File: config.mk
export PLATFORM = sky130hd
export DESIGN_NAME = rst_seq_top
export DESIGN_NICKNAME = d
export VERILOG_FILES = /design/src/rtl/rst_seq_pkg.sv /design/src/rtl/rst_sync_bank.sv /design/src/rtl/rst_pin_filter.sv /design/src/rtl/rst_mode_watch.sv /design/src/rtl/rst_seq_fsm.sv /design/src/rtl/rst_seq_top.sv
export SDC_FILE = /design/constraint.sdc
export NUM_CORES = 1
export LEC_CHECK = 0
export BUFFER_PORTS_ARGS = -buffer_cell sky130_fd_sc_hd__buf_2
export CORE_UTILIZATION = 35
export DETAILED_ROUTE_END_ITERATION = 10
export GPL_ROUTABILITY_DRIVEN = 1
export GPL_TIMING_DRIVEN = 0
export PLACE_DENSITY_LB_ADDON = 0.1
export SLEW_MARGIN = 5
export SYNTH_ARGS = -nofsm -noshare
export SYNTH_HDL_FRONTEND = slang
export SYNTH_SLANG_ARGS = --single-unit
File: constraint.sdc
create_clock -name clk -period 2.4 [get_ports clk]
set_input_delay 0.36 -clock clk [delete_from_list [all_inputs] [get_ports clk]]
set_output_delay 0.36 -clock clk [all_outputs]
set_load 0.01 [all_outputs]
File: src/rtl/rst_seq_pkg.sv
package rst_seq_pkg;

    typedef enum logic [1:0] {
        ST_PWR_WAIT = 2'd0,
        ST_STRETCH  = 2'd1,
        ST_RUN      = 2'd2,
        ST_SW_SUSP  = 2'd3
    } seq_state_e;

    typedef enum logic [2:0] {
        CAUSE_POR      = 3'd0,
        CAUSE_SUPPLY   = 3'd1,
        CAUSE_PIN      = 3'd2,
        CAUSE_CSUM     = 3'd3,
        CAUSE_SOFT     = 3'd4,
        CAUSE_HW_MODE  = 3'd5,
        CAUSE_SUSP_IN  = 3'd6,
        CAUSE_SUSP_OUT = 3'd7
    } rst_cause_e;

endpackage

File: src/rtl/rst_sync_bank.sv
module rst_sync_bank #(
    parameter int WIDTH  = 7,
    parameter int STAGES = 2
) (
    input  logic             clk,
    input  logic             por_n,
    input  logic [WIDTH-1:0] d_async,
    output logic [WIDTH-1:0] d_sync
);

    for (genvar b = 0; b < WIDTH; b++) begin : g_bit
        logic [STAGES-1:0] chain;
        if (STAGES == 1) begin : g_single
            always_ff @(posedge clk or negedge por_n) begin
                if (!por_n) chain <= '0;
                else        chain <= d_async[b];
            end
        end else begin : g_multi
            always_ff @(posedge clk or negedge por_n) begin
                if (!por_n) chain <= '0;
                else        chain <= {chain[STAGES-2:0], d_async[b]};
            end
        end
        assign d_sync[b] = chain[STAGES-1];
    end

endmodule

File: src/rtl/rst_pin_filter.sv
module rst_pin_filter #(
    parameter int PIN_MIN_CYC = 100
) (
    input  logic clk,
    input  logic por_n,
    input  logic pin_s,
    output logic pin_qual
);

    localparam int PW = $clog2(PIN_MIN_CYC + 1);
    localparam logic [PW-1:0] LIMIT = PW'(PIN_MIN_CYC);

    logic [PW-1:0] high_cnt;

    always_ff @(posedge clk or negedge por_n) begin
        if (!por_n)              high_cnt <= '0;
        else if (!pin_s)         high_cnt <= '0;
        else if (high_cnt != LIMIT) high_cnt <= high_cnt + 1'b1;
    end

    assign pin_qual = (high_cnt == LIMIT);

endmodule

File: src/rtl/rst_mode_watch.sv
module rst_mode_watch #(
    parameter int N_MODES = 2
) (
    input  logic               clk,
    input  logic               por_n,
    input  logic [N_MODES-1:0] mode_s,
    output logic               mode_edge
);

    logic [N_MODES-1:0] mode_q;

    always_ff @(posedge clk or negedge por_n) begin
        if (!por_n) mode_q <= '0;
        else        mode_q <= mode_s;
    end

    assign mode_edge = |(mode_q ^ mode_s);

endmodule

File: src/rtl/rst_seq_fsm.sv
module rst_seq_fsm
    import rst_seq_pkg::*;
#(
    parameter int STRETCH_CYC = 16
) (
    input  logic       clk,
    input  logic       por_n,
    input  logic       supply_ok,
    input  logic       osc_ok,
    input  logic       pin_trig,
    input  logic       csum_trig,
    input  logic       soft_trig,
    input  logic       mode_trig,
    input  logic       sw_susp,
    output logic       full_rst,
    output logic       part_rst,
    output rst_cause_e last_cause,
    output seq_state_e state_o
);

    localparam int CNT_W = (STRETCH_CYC > 2) ? $clog2(STRETCH_CYC) : 1;
    localparam logic [CNT_W-1:0] CNT_LAST = CNT_W'(STRETCH_CYC - 1);

    seq_state_e       state_q, state_d;
    logic [CNT_W-1:0] cnt_q, cnt_d;
    rst_cause_e       cause_q, cause_d;
    rst_cause_e       trig_code;
    logic             trig_any;

    // Priority among same-cycle triggers
    always_comb begin
        trig_any  = pin_trig | csum_trig | soft_trig | mode_trig;
        trig_code = CAUSE_HW_MODE;
        if (pin_trig)       trig_code = CAUSE_PIN;
        else if (csum_trig) trig_code = CAUSE_CSUM;
        else if (soft_trig) trig_code = CAUSE_SOFT;
    end

    // Next-state logic
    always_comb begin
        state_d = state_q;
        cnt_d   = cnt_q;
        cause_d = cause_q;
        unique case (state_q)
            ST_PWR_WAIT: begin
                if (supply_ok && osc_ok) begin
                    state_d = ST_STRETCH;
                    cnt_d   = '0;
                end
            end
            ST_STRETCH: begin
                if (!supply_ok) begin
                    state_d = ST_PWR_WAIT;
                    cause_d = CAUSE_SUPPLY;
                end else if (trig_any) begin
                    cnt_d = '0;
                end else if (cnt_q == CNT_LAST) begin
                    state_d = ST_RUN;
                end else begin
                    cnt_d = cnt_q + 1'b1;
                end
            end
            ST_RUN: begin
                if (!supply_ok) begin
                    state_d = ST_PWR_WAIT;
                    cause_d = CAUSE_SUPPLY;
                end else if (trig_any) begin
                    state_d = ST_STRETCH;
                    cnt_d   = '0;
                    cause_d = trig_code;
                end else if (sw_susp) begin
                    state_d = ST_SW_SUSP;
                    cause_d = CAUSE_SUSP_IN;
                end
            end
            ST_SW_SUSP: begin
                if (!supply_ok) begin
                    state_d = ST_PWR_WAIT;
                    cause_d = CAUSE_SUPPLY;
                end else if (trig_any) begin
                    state_d = ST_STRETCH;
                    cnt_d   = '0;
                    cause_d = trig_code;
                end else if (!sw_susp) begin
                    state_d = ST_STRETCH;
                    cnt_d   = '0;
                    cause_d = CAUSE_SUSP_OUT;
                end
            end
        endcase
    end

    // State register
    always_ff @(posedge clk or negedge por_n) begin
        if (!por_n) begin
            state_q <= ST_PWR_WAIT;
            cnt_q   <= '0;
            cause_q <= CAUSE_POR;
        end else begin
            state_q <= state_d;
            cnt_q   <= cnt_d;
            cause_q <= cause_d;
        end
    end

    // Outputs
    always_comb begin
        full_rst = 1'b1;
        part_rst = 1'b1;
        unique case (state_q)
            ST_PWR_WAIT, ST_STRETCH: begin
                full_rst = 1'b1;
                part_rst = 1'b1;
            end
            ST_RUN: begin
                full_rst = 1'b0;
                part_rst = 1'b0;
            end
            ST_SW_SUSP: begin
                full_rst = 1'b0;
                part_rst = 1'b1;
            end
        endcase
    end

    assign last_cause = cause_q;
    assign state_o    = state_q;

endmodule

File: src/rtl/rst_seq_top.sv
module rst_seq_top
    import rst_seq_pkg::*;
#(
    parameter int PIN_MIN_CYC = 100,
    parameter int STRETCH_CYC = 16,
    parameter int SYNC_STAGES = 2
) (
    input  logic       clk,
    input  logic       por_n,
    input  logic       ext_rst_pin,
    input  logic       supply_good,
    input  logic       osc_stable,
    input  logic       csum_err,
    input  logic       hw_standby,
    input  logic       hw_suspend,
    input  logic       sw_suspend,
    input  logic       soft_rst_wr,
    output logic       full_rst,
    output logic       part_rst,
    output logic       soft_rst_bit,
    output logic [2:0] last_cause
);

    localparam int IX_PIN   = 0;
    localparam int IX_SUP   = 1;
    localparam int IX_OSC   = 2;
    localparam int IX_CSUM  = 3;
    localparam int IX_STBY  = 4;
    localparam int IX_HSUSP = 5;
    localparam int IX_SSUSP = 6;
    localparam int N_ASYNC  = 7;

    logic [N_ASYNC-1:0] raw_in, syn_in;
    logic               pin_qual, mode_edge;
    logic               supply_s, csum_s, sw_susp_s;
    seq_state_e         fsm_state;
    rst_cause_e         cause;

    assign raw_in = {sw_suspend, hw_suspend, hw_standby, csum_err,
                     osc_stable, supply_good, ext_rst_pin};

    rst_sync_bank #(.WIDTH(N_ASYNC), .STAGES(SYNC_STAGES)) i_sync (
        .clk     (clk),
        .por_n   (por_n),
        .d_async (raw_in),
        .d_sync  (syn_in)
    );

    assign supply_s  = syn_in[IX_SUP];
    assign csum_s    = syn_in[IX_CSUM];
    assign sw_susp_s = syn_in[IX_SSUSP];

    rst_pin_filter #(.PIN_MIN_CYC(PIN_MIN_CYC)) i_pin (
        .clk      (clk),
        .por_n    (por_n),
        .pin_s    (syn_in[IX_PIN]),
        .pin_qual (pin_qual)
    );

    rst_mode_watch #(.N_MODES(2)) i_mode (
        .clk       (clk),
        .por_n     (por_n),
        .mode_s    ({syn_in[IX_HSUSP], syn_in[IX_STBY]}),
        .mode_edge (mode_edge)
    );

    // Self-clearing software reset bit, kept register class
    always_ff @(posedge clk or negedge por_n) begin
        if (!por_n)          soft_rst_bit <= 1'b0;
        else if (full_rst)   soft_rst_bit <= 1'b0;
        else if (soft_rst_wr) soft_rst_bit <= 1'b1;
    end

    rst_seq_fsm #(.STRETCH_CYC(STRETCH_CYC)) i_fsm (
        .clk        (clk),
        .por_n      (por_n),
        .supply_ok  (supply_s),
        .osc_ok     (syn_in[IX_OSC]),
        .pin_trig   (pin_qual),
        .csum_trig  (csum_s),
        .soft_trig  (soft_rst_bit),
        .mode_trig  (mode_edge),
        .sw_susp    (sw_susp_s),
        .full_rst   (full_rst),
        .part_rst   (part_rst),
        .last_cause (cause),
        .state_o    (fsm_state)
    );

    assign last_cause = cause;

endmodule

==> Yosys cells after proc, flatten, opt, wreduce, memory -nomap -nowiden <==
Cells that the tools add are included.
{ "op_classes": {"addsub": 2, "n_eq_ne": 19, "mux": 38, "bitwise": 4, "reduce_logical": 11} }
{ "op_table": {"columns": ["cell", "count"], "rows": [
  ["$mux W4", 9],
  ["$mux W3", 9],
  ["$mux W2", 10],
  ["$pmux W4 S4", 1],
  ["$mux W7", 2],
  ["$ne A3 B2 Y1 const B", 3],
  ["$pmux W3 S3", 1],
  ["$ne A2 B2 Y1 const B", 4],
  ["$ne A4 B3 Y1 const B", 2],
  ["$pmux W2 S4", 1],
  ["$add A7 B1 Y7 const B", 1],
  ["$eq A7 B7 Y1 const B", 1],
  ["$ne A7 B7 Y1 const B", 1],
  ["$reduce_and A7 Y1", 1],
  ["$ne A2 B1 Y1 const B", 3],
  ["$reduce_or A2 Y1", 3],
  ["$reduce_and A5 Y1", 1],
  ["$add A4 B1 Y4 const B", 1],
  ["$eq A2 B2 Y1 const B", 2],
  ["$eq A4 B4 Y1 const B", 1],
  ["$pmux W1 S2", 2],
  ["$reduce_and A4 Y1", 1],
  ["$mux W1", 3],
  ["$ne A3 B3 Y1 const B", 1],
  ["other kinds (8)", 10]
]} }
{ "totals": {"regBits": 33, "input_bits": 10, "out_inout_bits": 6, "wordCells": 87} }

==> Depth between registers and ports, before layout <==
{ "logic_depth": {"word_depth": 7, "ltp_mapped": 7, "depth_no_buf": 6} }

==> Cells and area by module <==
A second synthesis with hierarchy kept.
{ "hier_totals": {"hier_cells": 129, "area_unflattened_um2": 1475.2} }
{ "by_module_without_submodules": {"columns": ["mod", "n_inst", "cells_per_inst", "area_per_inst_um2", "seq_area_each_um2"], "rows": [
  ["rst_seq_fsm", 1, 63, 576.8, 225.2],
  ["rst_sync_bank", 1, 21, 402.9, 350.3],
  ["rst_pin_filter", 1, 38, 389.1, 175.2],
  ["rst_mode_watch", 1, 5, 71.3, 50.0],
  ["rst_seq_top", 1, 2, 35.0, 25.0]
]} }

==> Worst setup path after synthesis <==
Ideal clock, no wire load.
{ "synth_path": {"kind": "register to register", "start": "reg i_pin.high_cnt[0]", "end": "reg i_fsm.cause_q[1] (netlist: i_fsm.last_cause[1])", "setup_ns": 0.125, "arrival_time_ns": 1.664, "required_time_ns": 2.275, "slack_ns": 0.611, "stages_incl_launch_ff": 8, "n_path_buf": 1, "period_less_slack_ns": 1.789, "path_cell_list": "dfrtp_1 > inv_1 > ha_1 > and4bb_1 > and3_1 > buf_6 > o311a_1 > mux2_4"} }
{ "synth_between": {"elab_chain_len": 7, "elab_cells_between_ends": 13, "classes_between": "eq/ne (3); mux (6); bitwise (3); reduce/logical (1)"} }
{ "synth_lines": {"columns": ["element", "line", "text"], "rows": [
  ["start, declared", "rst_pin_filter.sv:13", "logic [PW-1:0] high_cnt;"],
  ["start signal, assigned", "rst_pin_filter.sv:18", "else if (high_cnt != LIMIT) high_cnt <= high_cnt + 1'b1;"],
  ["$eq A7 B7 Y1 *", "rst_pin_filter.sv:21", "assign pin_qual = (high_cnt == LIMIT);"],
  ["$or A1 B1 Y1 (3 in series)", "rst_seq_fsm.sv:32", "trig_any = pin_trig | csum_trig | soft_trig | mode_trig;"],
  ["$mux W3 (on tied branches)", "rst_seq_fsm.sv:80, rst_seq_fsm.sv:67", null],
  ["$mux W3 (on tied branches)", "rst_seq_fsm.sv:77, rst_seq_fsm.sv:64", null],
  ["$pmux W3 S3", "rst_seq_fsm.sv:44", "unique case (state_q)"],
  ["end signal, assigned", "rst_seq_fsm.sv:102", "cause_q <= cause_d;"],
  ["end, declared", "rst_seq_fsm.sv:26", "rst_cause_e cause_q, cause_d;"]
]} }
Mark *: on every way between the ends. The rest lies on a longest branch, timed or not.
A chain may end at the register's enable or synchronous reset.

==> Worst setup path after layout <==
{ "layout_path": {"start": "reg i_pin.high_cnt[1]", "end": "reg i_fsm.cause_q[2] (netlist: i_fsm.last_cause[2])"} }
The elaborated chain is that of the path after synthesis.

==> flow_summary.toml <==
[sta]
slew_headroom_pct = 52.22
slew_viol_final = 0
totalNegativeSetupSlack_ns = 0
setup_viol = 0
finalHoldViolCount = 0
skew_ns = 0.003019
layout_setup_ws_ns = 0.4252
period_minus_slack_ns = 1.975
fin_crit_sh_pct = 82.28
rsz0062_at_grt = "false"
fmax_mhz = 506.4
tightest_slew_ns = 0.7107

[clocking]
cts_buffers = 5
cts_hold_buf = 0
htreeDepth = 2
clockBufferDepth = 2
clock_latency_ns = 0.29
cts_root_buffer = "clkbuf_8"
clock_sinks = 33
cts_resized = 0
cts.clk_slew.worst_paths_ns = 0.07
cts_tree = "yes"
postCtsSetupBuffers = 0

[synth]
synth_cell_types = 34
seq_area_frac_synth_pct = 60.66
yosys_warnings = 0
synthTopCellsByCount = "dfrtp_1 (33), inv_1 (11), nand2_1 (6), nand3_1 (6), nor2_1 (6)"
synth_nets = 129
synth_area_leaders = "dfrtp_1 (61%), inv_1 (3.0%), ha_1 (2.8%)"
synthFlopType = "dfrtp_1"
synth.most_common_cell = "dfrtp_1"
synth_edf_count = 0
syn_inst = 116
async_flop_share_pct = 100.0
syn_area_per_cell_sq_um = 11.74
netlist_area_sq_mm = 0.001361
synth_top_area_share_pct = 60.66
ys_ff_latch = 33
yosysTopAreaCell = "dfrtp_1"

[critical_path]
timing.rr.start = "i_pin.high_cnt[1]"
r2r_end = "i_fsm.last_cause[2]"
r2r_cells = 6
cp.required_ns = 2.57
worst-endpoint-arrival_ns = 2.15
cp-start-kind = "flip-flop"
crit_type = "flip-flop to flip-flop"
path_max_fanout = 4
reg2reg_slack_ns = 0.43
cp-end-kind = "flip-flop"

[drt]
viasPerCell = 4.941
drc = 0
drt_iter0_drc = 35
vias = 924
final_antenna_net_count = 0
wl_per_cell_um = 12.72
wl_mm = 2.378
dr.pass1.iters = 4

[global_routing]
grt_usage_pct = 14.01
grt_max_degree = 34
grt_pass1_wl_mm = 4.084
grt_pass1_vias = 876
overflow = 0
antenna_found_initial = 0

[cells_and_area]
fillers = 356
design_area_sq_mm = 0.001612
drive_above_1_share_pct = 19.42
multi_input_area_sq_um = 483.0
nNetsFinal = 151
area_delta_synth_final_pct = 18.38
seq_area_sq_um = 825.8
diodes = 0
fin_util_pct = 43.69

[power_and_ir_drop]
p_per_area_mw_per_mm2 = 725.2
p_leak_nw = 0.7107
pwr-share-clk_pct = 44.5
pwr-share-seq_pct = 50.6
power.share.combinational_pct = 4.9
vdd_drop_max_v = 0.0003637
p_total_w = 0.001169
internal-power_w = 0.0009075
p_sw_w = 0.0002612
switching_share_pct = 22.35

[place]
hpwl_mm = 1.670
dpl-instance-area_sq_mm = 0.001496
pre_cts_ws_ns = 0.4789
gp_congestion = 0.7385
port_buffers = 15

[floorplanning]
io_pins = 16
coreArea_sq_mm = 0.003689
die_area_sq_mm = 0.004143
die_w_um = 64.37
die_y_um = 64.37
core.rowCount = 22
start_util_pct = 36.91

[min_path]
hp-class = "primary input to async pin"

[status]
outcome = "finished, final reports clean"

[flow_run]
drv_cap = 0
-- flip-flops by register name, summed over array words and instances (netlist names) --
name,cells
i_fsm.cnt_q,4
i_fsm.last_cause,3
i_fsm.state_o,2
i_mode.mode_q,2
i_pin.high_cnt,7
i_sync.g_bit.chain,14
soft_rst_bit,1
-- metrics by stage --
stage,std cells,hold WS [ns]
6_report,187,0.1214
5_1_grt,187,0.1544
4_1_cts,187,0.1490
3_5_place_dp,179,0.3347
3_3_place_gp,179,0.3316
2_1_floorplan,116,0.06441
-- worst max-delay path by stage --
stage                      startpoint  slack, ns  cells past startpoint             endpoint
floorplan           i_pin.high_cnt[0]       0.61                      7  i_fsm.last_cause[1]
global placement    i_pin.high_cnt[0]       0.44                      6  i_fsm.last_cause[2]
detailed placement  i_pin.high_cnt[0]       0.48                      6  i_fsm.last_cause[2]
CTS                 i_pin.high_cnt[0]       0.46                      6  i_fsm.last_cause[2]
global route        i_pin.high_cnt[0]       0.32                      6  i_fsm.last_cause[1]
finish              i_pin.high_cnt[1]       0.43                      6  i_fsm.last_cause[2]
-- critical path: stages, from the launching register on --
cell	delay [ns]
dfrtp_1	0.41
inv_1	0.07
ha_1	0.12
and4bb_1	0.23
a31oi_1	0.18
a31oi_1	0.45
mux2_2	0.39
-- power groups by stage --
stage / Sequential [W] / Combinational, W / Clock [W]
finish: 0.000591 / 0.0000569 / 0.000521
floorplan: 0.000598 / 0.0000326 / 0
global placement: 0.000602 / 0.0000571 / 0
detailed placement: 0.000602 / 0.0000580 / 0
global route: 0.000594 / 0.0000655 / 0.000561
CTS: 0.000591 / 0.0000581 / 0.000541
-- cell type report --
cell class / instances / area share, %
well taps: 48 / 3.727
flip-flops and latches: 33 / 51.24
inverters: 11 / 2.562
clock inverters: 3 / 2.873
repair buffers: 15 / 4.658
multi-input cells: 71 / 29.97
clock buffers: 5 / 4.270
plain buffers: 1 / 0.6988
-- cell families after synthesis --
kind of cell	count (synthesis)	synth area share, %
AO/OA/AOI/OAI	23	11.58
adder cells (fa/ha/maj)	3	2.758
multiplexers	3	2.665
flip-flops	33	60.66
XOR/XNOR	5	3.217
buffers and inverters	12	3.860
AND/OR/NAND/NOR	37	15.26
-- layer usage --
layer	up-vias	wire length, um	GRT usage (%)	share of wire [%]
met5	-	0	0	0
met4	0	38	10.83	1.6
met3	4	102	5.536	4.3
met2	16	1020	19.87	43
met1	449	1216	16.80	51
li1	455	-	-	-
-- cells in the final DEF, fill, tap and decap left out, types with 2 or more instances in the layout --
cell / count
nor2_1: 6
o2111ai_1: 2
buf_2: 15
a21boi_0: 2
xor2_1: 2
ha_1: 3
nand3_1: 6
nor3_1: 3
nand2_1: 6
inv_1: 11
nand2b_1: 2
dfrtp_1: 33
clkbuf_8: 5
nor2b_1: 4
o21ai_0: 4
and2_1: 3
or3_1: 2
a31oi_1: 5
xnor2_1: 3
a21oi_1: 2
o22ai_1: 2
Power figures use the tool's default switching activity.
